--- src/rtl/bus_slave_hs_pkg.sv ---
package bus_slave_hs_pkg;
  typedef enum logic {
    ACC_IDLE = 1'b0,
    ACC_BUSY = 1'b1
  } acc_state_t;
endpackage

--- src/rtl/bus_slave_hs_phase.sv ---
// Derives the bus drive and sample strobes from the system clock.
module bus_slave_hs_phase #(
  parameter int HALF_CYC = 2
) (
  input  logic clk,
  input  logic rst,
  output logic drv_stb,
  output logic smp_stb
);
  localparam int PERIOD = 2 * HALF_CYC;
  localparam int PW     = (PERIOD > 2) ? $clog2(PERIOD) : 1;

  logic [PW-1:0] ph_q;

  always_ff @(posedge clk) begin
    if (rst) begin
      ph_q <= '0;
    end else if (ph_q == PW'(PERIOD - 1)) begin
      ph_q <= '0;
    end else begin
      ph_q <= ph_q + 1'b1;
    end
  end

  assign drv_stb = ~rst && (ph_q == '0);
  assign smp_stb = ~rst && (ph_q == PW'(HALF_CYC));
endmodule

--- src/rtl/bus_slave_hs_access.sv ---
// Slave access sequencer: request status, buffer enable and bus acknowledge.
module bus_slave_hs_access
  import bus_slave_hs_pkg::*;
(
  input  logic clk,
  input  logic rst,
  input  logic drv_stb,
  input  logic smp_stb,
  input  logic start_hit,
  input  logic grant_n,
  input  logic lack_n,
  output logic req_stat,
  output logic buf_en,
  output logic ack_out
);
  acc_state_t state_q;
  logic       taken_q;   // local acknowledge already accepted
  logic       pend_q;    // acknowledge waiting for the drive strobe

  always_ff @(posedge clk) begin
    if (rst) begin
      state_q  <= ACC_IDLE;
      taken_q  <= 1'b0;
      pend_q   <= 1'b0;
      req_stat <= 1'b0;
      buf_en   <= 1'b0;
      ack_out  <= 1'b0;
    end else begin
      if (drv_stb) begin
        ack_out <= pend_q;
        pend_q  <= 1'b0;
      end
      if (smp_stb) begin
        unique case (state_q)
          ACC_IDLE: begin
            if (start_hit) begin
              state_q  <= ACC_BUSY;
              req_stat <= 1'b1;
              buf_en   <= ~grant_n;
              // fastest path: grant and acknowledge already present
              taken_q  <= ~grant_n & ~lack_n;
              pend_q   <= ~grant_n & ~lack_n;
            end
          end
          ACC_BUSY: begin
            if (taken_q && grant_n) begin
              state_q  <= ACC_IDLE;
              req_stat <= 1'b0;
              buf_en   <= 1'b0;
              taken_q  <= 1'b0;
            end else begin
              buf_en <= ~grant_n;
              if (!taken_q && !lack_n) begin
                taken_q <= 1'b1;
                pend_q  <= 1'b1;
              end
            end
          end
          default: state_q <= ACC_IDLE;
        endcase
      end
    end
  end
endmodule

--- src/rtl/bus_slave_hs_lock.sv ---
// Tracks the lock window opened by attention-lock and closed by attention-null.
module bus_slave_hs_lock (
  input  logic clk,
  input  logic rst,
  input  logic smp_stb,
  input  logic attn,
  input  logic lock_sel,
  input  logic busy,
  output logic lock_out
);
  always_ff @(posedge clk) begin
    if (rst) begin
      lock_out <= 1'b0;
    end else if (smp_stb && attn) begin
      if (!lock_sel) begin
        lock_out <= 1'b0;
      end else if (busy) begin
        lock_out <= 1'b1;
      end
    end
  end
endmodule

--- src/rtl/bus_slave_hs.sv ---
module bus_slave_hs #(
  parameter int HALF_CYC = 2
) (
  input  logic clk,
  input  logic rst,
  input  logic bus_start,
  input  logic bus_ack,
  input  logic bus_tm,
  input  logic id_match,
  input  logic grant_n,
  input  logic lack_n,
  output logic req_stat,
  output logic buf_en,
  output logic ack_out,
  output logic lock_out
);
  logic drv_stb;
  logic smp_stb;
  logic start_hit;
  logic attn;

  assign start_hit = bus_start & ~bus_ack & id_match;
  assign attn      = bus_start & bus_ack;

  bus_slave_hs_phase #(.HALF_CYC(HALF_CYC)) phase_i (
    .clk     (clk),
    .rst     (rst),
    .drv_stb (drv_stb),
    .smp_stb (smp_stb)
  );

  bus_slave_hs_access access_i (
    .clk       (clk),
    .rst       (rst),
    .drv_stb   (drv_stb),
    .smp_stb   (smp_stb),
    .start_hit (start_hit),
    .grant_n   (grant_n),
    .lack_n    (lack_n),
    .req_stat  (req_stat),
    .buf_en    (buf_en),
    .ack_out   (ack_out)
  );

  bus_slave_hs_lock lock_i (
    .clk      (clk),
    .rst      (rst),
    .smp_stb  (smp_stb),
    .attn     (attn),
    .lock_sel (bus_tm),
    .busy     (req_stat),
    .lock_out (lock_out)
  );
endmodule

--- config.mk ---
export PLATFORM = sky130hd
export DESIGN_NAME = bus_slave_hs
export DESIGN_NICKNAME = d
export VERILOG_FILES = /design/src/rtl/bus_slave_hs_pkg.sv /design/src/rtl/bus_slave_hs_phase.sv /design/src/rtl/bus_slave_hs_access.sv /design/src/rtl/bus_slave_hs_lock.sv /design/src/rtl/bus_slave_hs.sv
export SDC_FILE = /design/constraint.sdc
export NUM_CORES = 1
export LEC_CHECK = 0
export ABC_AREA = 1
export BUFFER_PORTS_ARGS = -buffer_cell sky130_fd_sc_hd__buf_2
export CORE_AREA = 2 2 39 41
export DETAILED_ROUTE_END_ITERATION = 6
export DIE_AREA = 0 0 41 43
export MAX_ROUTING_LAYER = met4
export PLACE_DENSITY_LB_ADDON = 0.12
export SLEW_MARGIN = 20
export SYNTH_ARGS = -nofsm -noshare
export SYNTH_HDL_FRONTEND = slang
export SYNTH_SLANG_ARGS = --single-unit
--- constraint.sdc ---
create_clock -name clk -period 1.5 [get_ports clk]
set_input_delay 0.3 -clock clk [delete_from_list [all_inputs] [get_ports clk]]
set_output_delay 0.3 -clock clk [all_outputs]
set_load 0.01 [all_outputs]
==> results by group <==
Clock tree
  – CTS Hold Bufs: 0
  – CTS Buf Count: 3
  – Clk Latency, worst-skew pair: 0.25 ns
  – CTS tree: done
  – Clk buf depth: 2
  – Post-CTS setup buffer count: 0
  – Htree depth: 1
  – Post-CTS sizing: 0
  – Clock root cell: clkbuf_4
  – Worst-path clk slew: 0.06 ns
  – # clock sinks: 9

Final layout
  – Fillers: 155
  – Area delta synth->final: 24.11%
  – Diode count: 0
  – Non-filler cells, final: 85
  – Share of cells above drive strength 1: 0.2464
  – Final Net Count: 81
  – Layout Utilization: 0.3770

Setup path
  – Kind of critical path: register to register
  – CP max-delay cell: dfxtp_1
  – Crit path max fanout: 7
  – WP data arrival: 1.32 ns
  – CP required: 1.65 ns
  – CP peak stage delay: 0.32 ns
  – Critical Path, Cell by Cell: inv_1 > ha_1 > inv_1 > nor2_4 > nand4_1 > nand2_1 > nand2_1
  – Crit end category: register
  – Crit start category: register

Global route
  – Total grt overflow: 0
  – Vias in the first global route: 317
  – GRT Overall Usage: 0.1148
  – Initial antenna violation count: 0
  – Global-route wire length before repair: 1276 um
  – Largest net degree at the start of global routing: 8

Run
  – Max Cap Viol: 0

Detailed routing
  – ANT nets after route: 0
  – Total Wirelength: 756 um
  – Vias/cell: 4.400
  – Drt pass-1 iters: 4
  – Routed vias: 374
  – Residual DRC: 0
  – DR iter-0 viols: 4
  – Drt wl/cell: 8.894 um

Floorplan
  – Starting Density: 0.3038
  – Die X: 41 um
  – Die height: 43 um
  – Row count: 14
  – Die area: 1763 um2
  – Placeable Area: 1384 um2
  – IO Count: 12

Power
  – PD cells: 977.0 nW/um2
  – Maximum vdd drop: 0.6258 mV
  – Total power: 509.7 uW
  – P_leak: 0.0002406 uW

Yosys
  – Synth Instances: 54
  – Seq cells post-synth: 9
  – Share of Yosys cell area claimed by the top area cell type: 0.4286
  – Yosys warns: 0
  – Syn nets: 65
  – Register area share after synthesis: 0.4286
  – Biggest area consumer among synthesized cells: dfxtp_1
  – Distinct cells, synth: 16
  – Synthesized area: 420.4 um2
  – Top cells by area, synth: dfxtp_1, ha_1, nand2_1, inv_1, nand3_1
  – Mean Syn Cell Area: 7.785 um2

Timing
  – Final setup fails: 0
  – Max Clock Freq: 0.8560 GHz
  – Slew @ Worst Pin: 0.1816 ns
  – Fin Clk Skew: 0.003153 ns
  – Tcrit/Tclk final: 0.7788
  – Unrepaired setup endpoints after global routing: false
  – Slew HR: 0.8779
  – Count of final hold-check violations: 0
  – Fin crit period: 1.168 ns
  – Total negative slack: 0 ns
  – Max-slew violations: 0

Placement
  – DP Wirelength: 593.9 um
  – Placed insts: 81
  – Routability cong.: 0.6734
  – Buffers on Ports: 11

Worst hold path
  – Min-delay worst type: input port to register

Status
  – Status: finished, final reports clean
[metrics by stage]
step | hold WS [ns] | area [um2] | setup slack [ns]
after floorplan | 0.3691 | 420.4 | 0.4319
after global placement | 0.4357 | 495.5 | 0.3425
after detailed placement | 0.4399 | 495.5 | 0.3172
after CTS | 0.3129 | 521.8 | 0.3166
after global routing | 0.3127 | 521.8 | 0.1886
final | 0.3192 | 521.8 | 0.3317
[cell usage after synthesis (all sizes together)]
| cell | instances |
|---|---|
| nor2 | 5 |
| nand2 | 11 |
| o31ai | 1 |
| nor3 | 2 |
| nor3b | 1 |
| inv | 8 |
| a21oi | 4 |
| dfxtp | 9 |
| o21ai | 2 |
| ha | 3 |
| nand4 | 2 |
| nand3 | 6 |
[path summary, 6_finish.rpt]
path                        start               end  slack [ns]  cells past startpoint
setup / recovery  phase_i.ph_q[0]   access_i.pend_q        0.33                      7
hold / removal                rst  access_i.taken_q        0.32                      2
setup reg to reg  phase_i.ph_q[0]   access_i.pend_q        0.33                      7
hold reg to reg   lock_i.lock_out   lock_i.lock_out        0.44                      2
[layout by cell type, fill, tap and decap left out]
master	instances
o21ai_1	1
nand2_2	1
nand3_2	1
dfxtp_1	9
inv_1	8
ha_1	3
nand3_1	5
nor3_1	2
a21oi_1	4
o21ai_0	1
nand4_1	2
nor2_4	1
clkbuf_4	3
o31ai_1	1
clkbuf_1	1
buf_2	11
nand2_1	10
nor3b_1	1
nor2_1	4
[flip-flops by register name, summed over array words and instances (netlist names)]
name	count
access_i.ack_out	1
access_i.buf_en	1
access_i.pend_q	1
access_i.req_stat	1
access_i.state_q	1
access_i.taken_q	1
lock_i.lock_out	1
phase_i.ph_q	2
[layout make-up]
class                   instances  area (um2)  area share
clock buffers                   4       26.28     0.05036
well taps                      16       20.02     0.03837
inverters                       8       30.03     0.05755
multi-input cells              37       210.2      0.4029
flip-flops and latches          9       180.2      0.3453
repair buffers                 11       55.05      0.1055
[routing by layer]
layer | track usage | up-vias | wire length (um)
li1 | - | 208 | -
met1 | 0.1536 | 156 | 398
met2 | 0.1344 | 8 | 304
met3 | 0.09424 | 2 | 47
met4 | 0.02000 | 0 | 6
met5 | - | - | 0
[critical path, delay by kind of cell, from the launching register on]
family                   cells  cell delay, ns
flip-flops                   1            0.32
buffers and inverters        2            0.14
adder cells (fa/ha/maj)      1            0.14
AND/OR/NAND/NOR              4            0.46
[power breakdown]
part,switching (uW),internal (uW),leakage (uW)
logic,39.2,28.2,0.000152
clock network,80.2,102,0.0000150
registers,8.08,252,0.0000733
total,127,382,0.000241
[logic make-up (layout without fill, tap and decap cells)]
family          after synthesis  in the layout  share of synthesized area
fa+ha+maj                     3              3                    0.08930
compound gates                7              7                    0.08927
simple gates                 27             27                     0.3214
flops                         9              9                     0.4286
buf+inv                       8             23                    0.07143
Power figures use the tool's default switching activity.
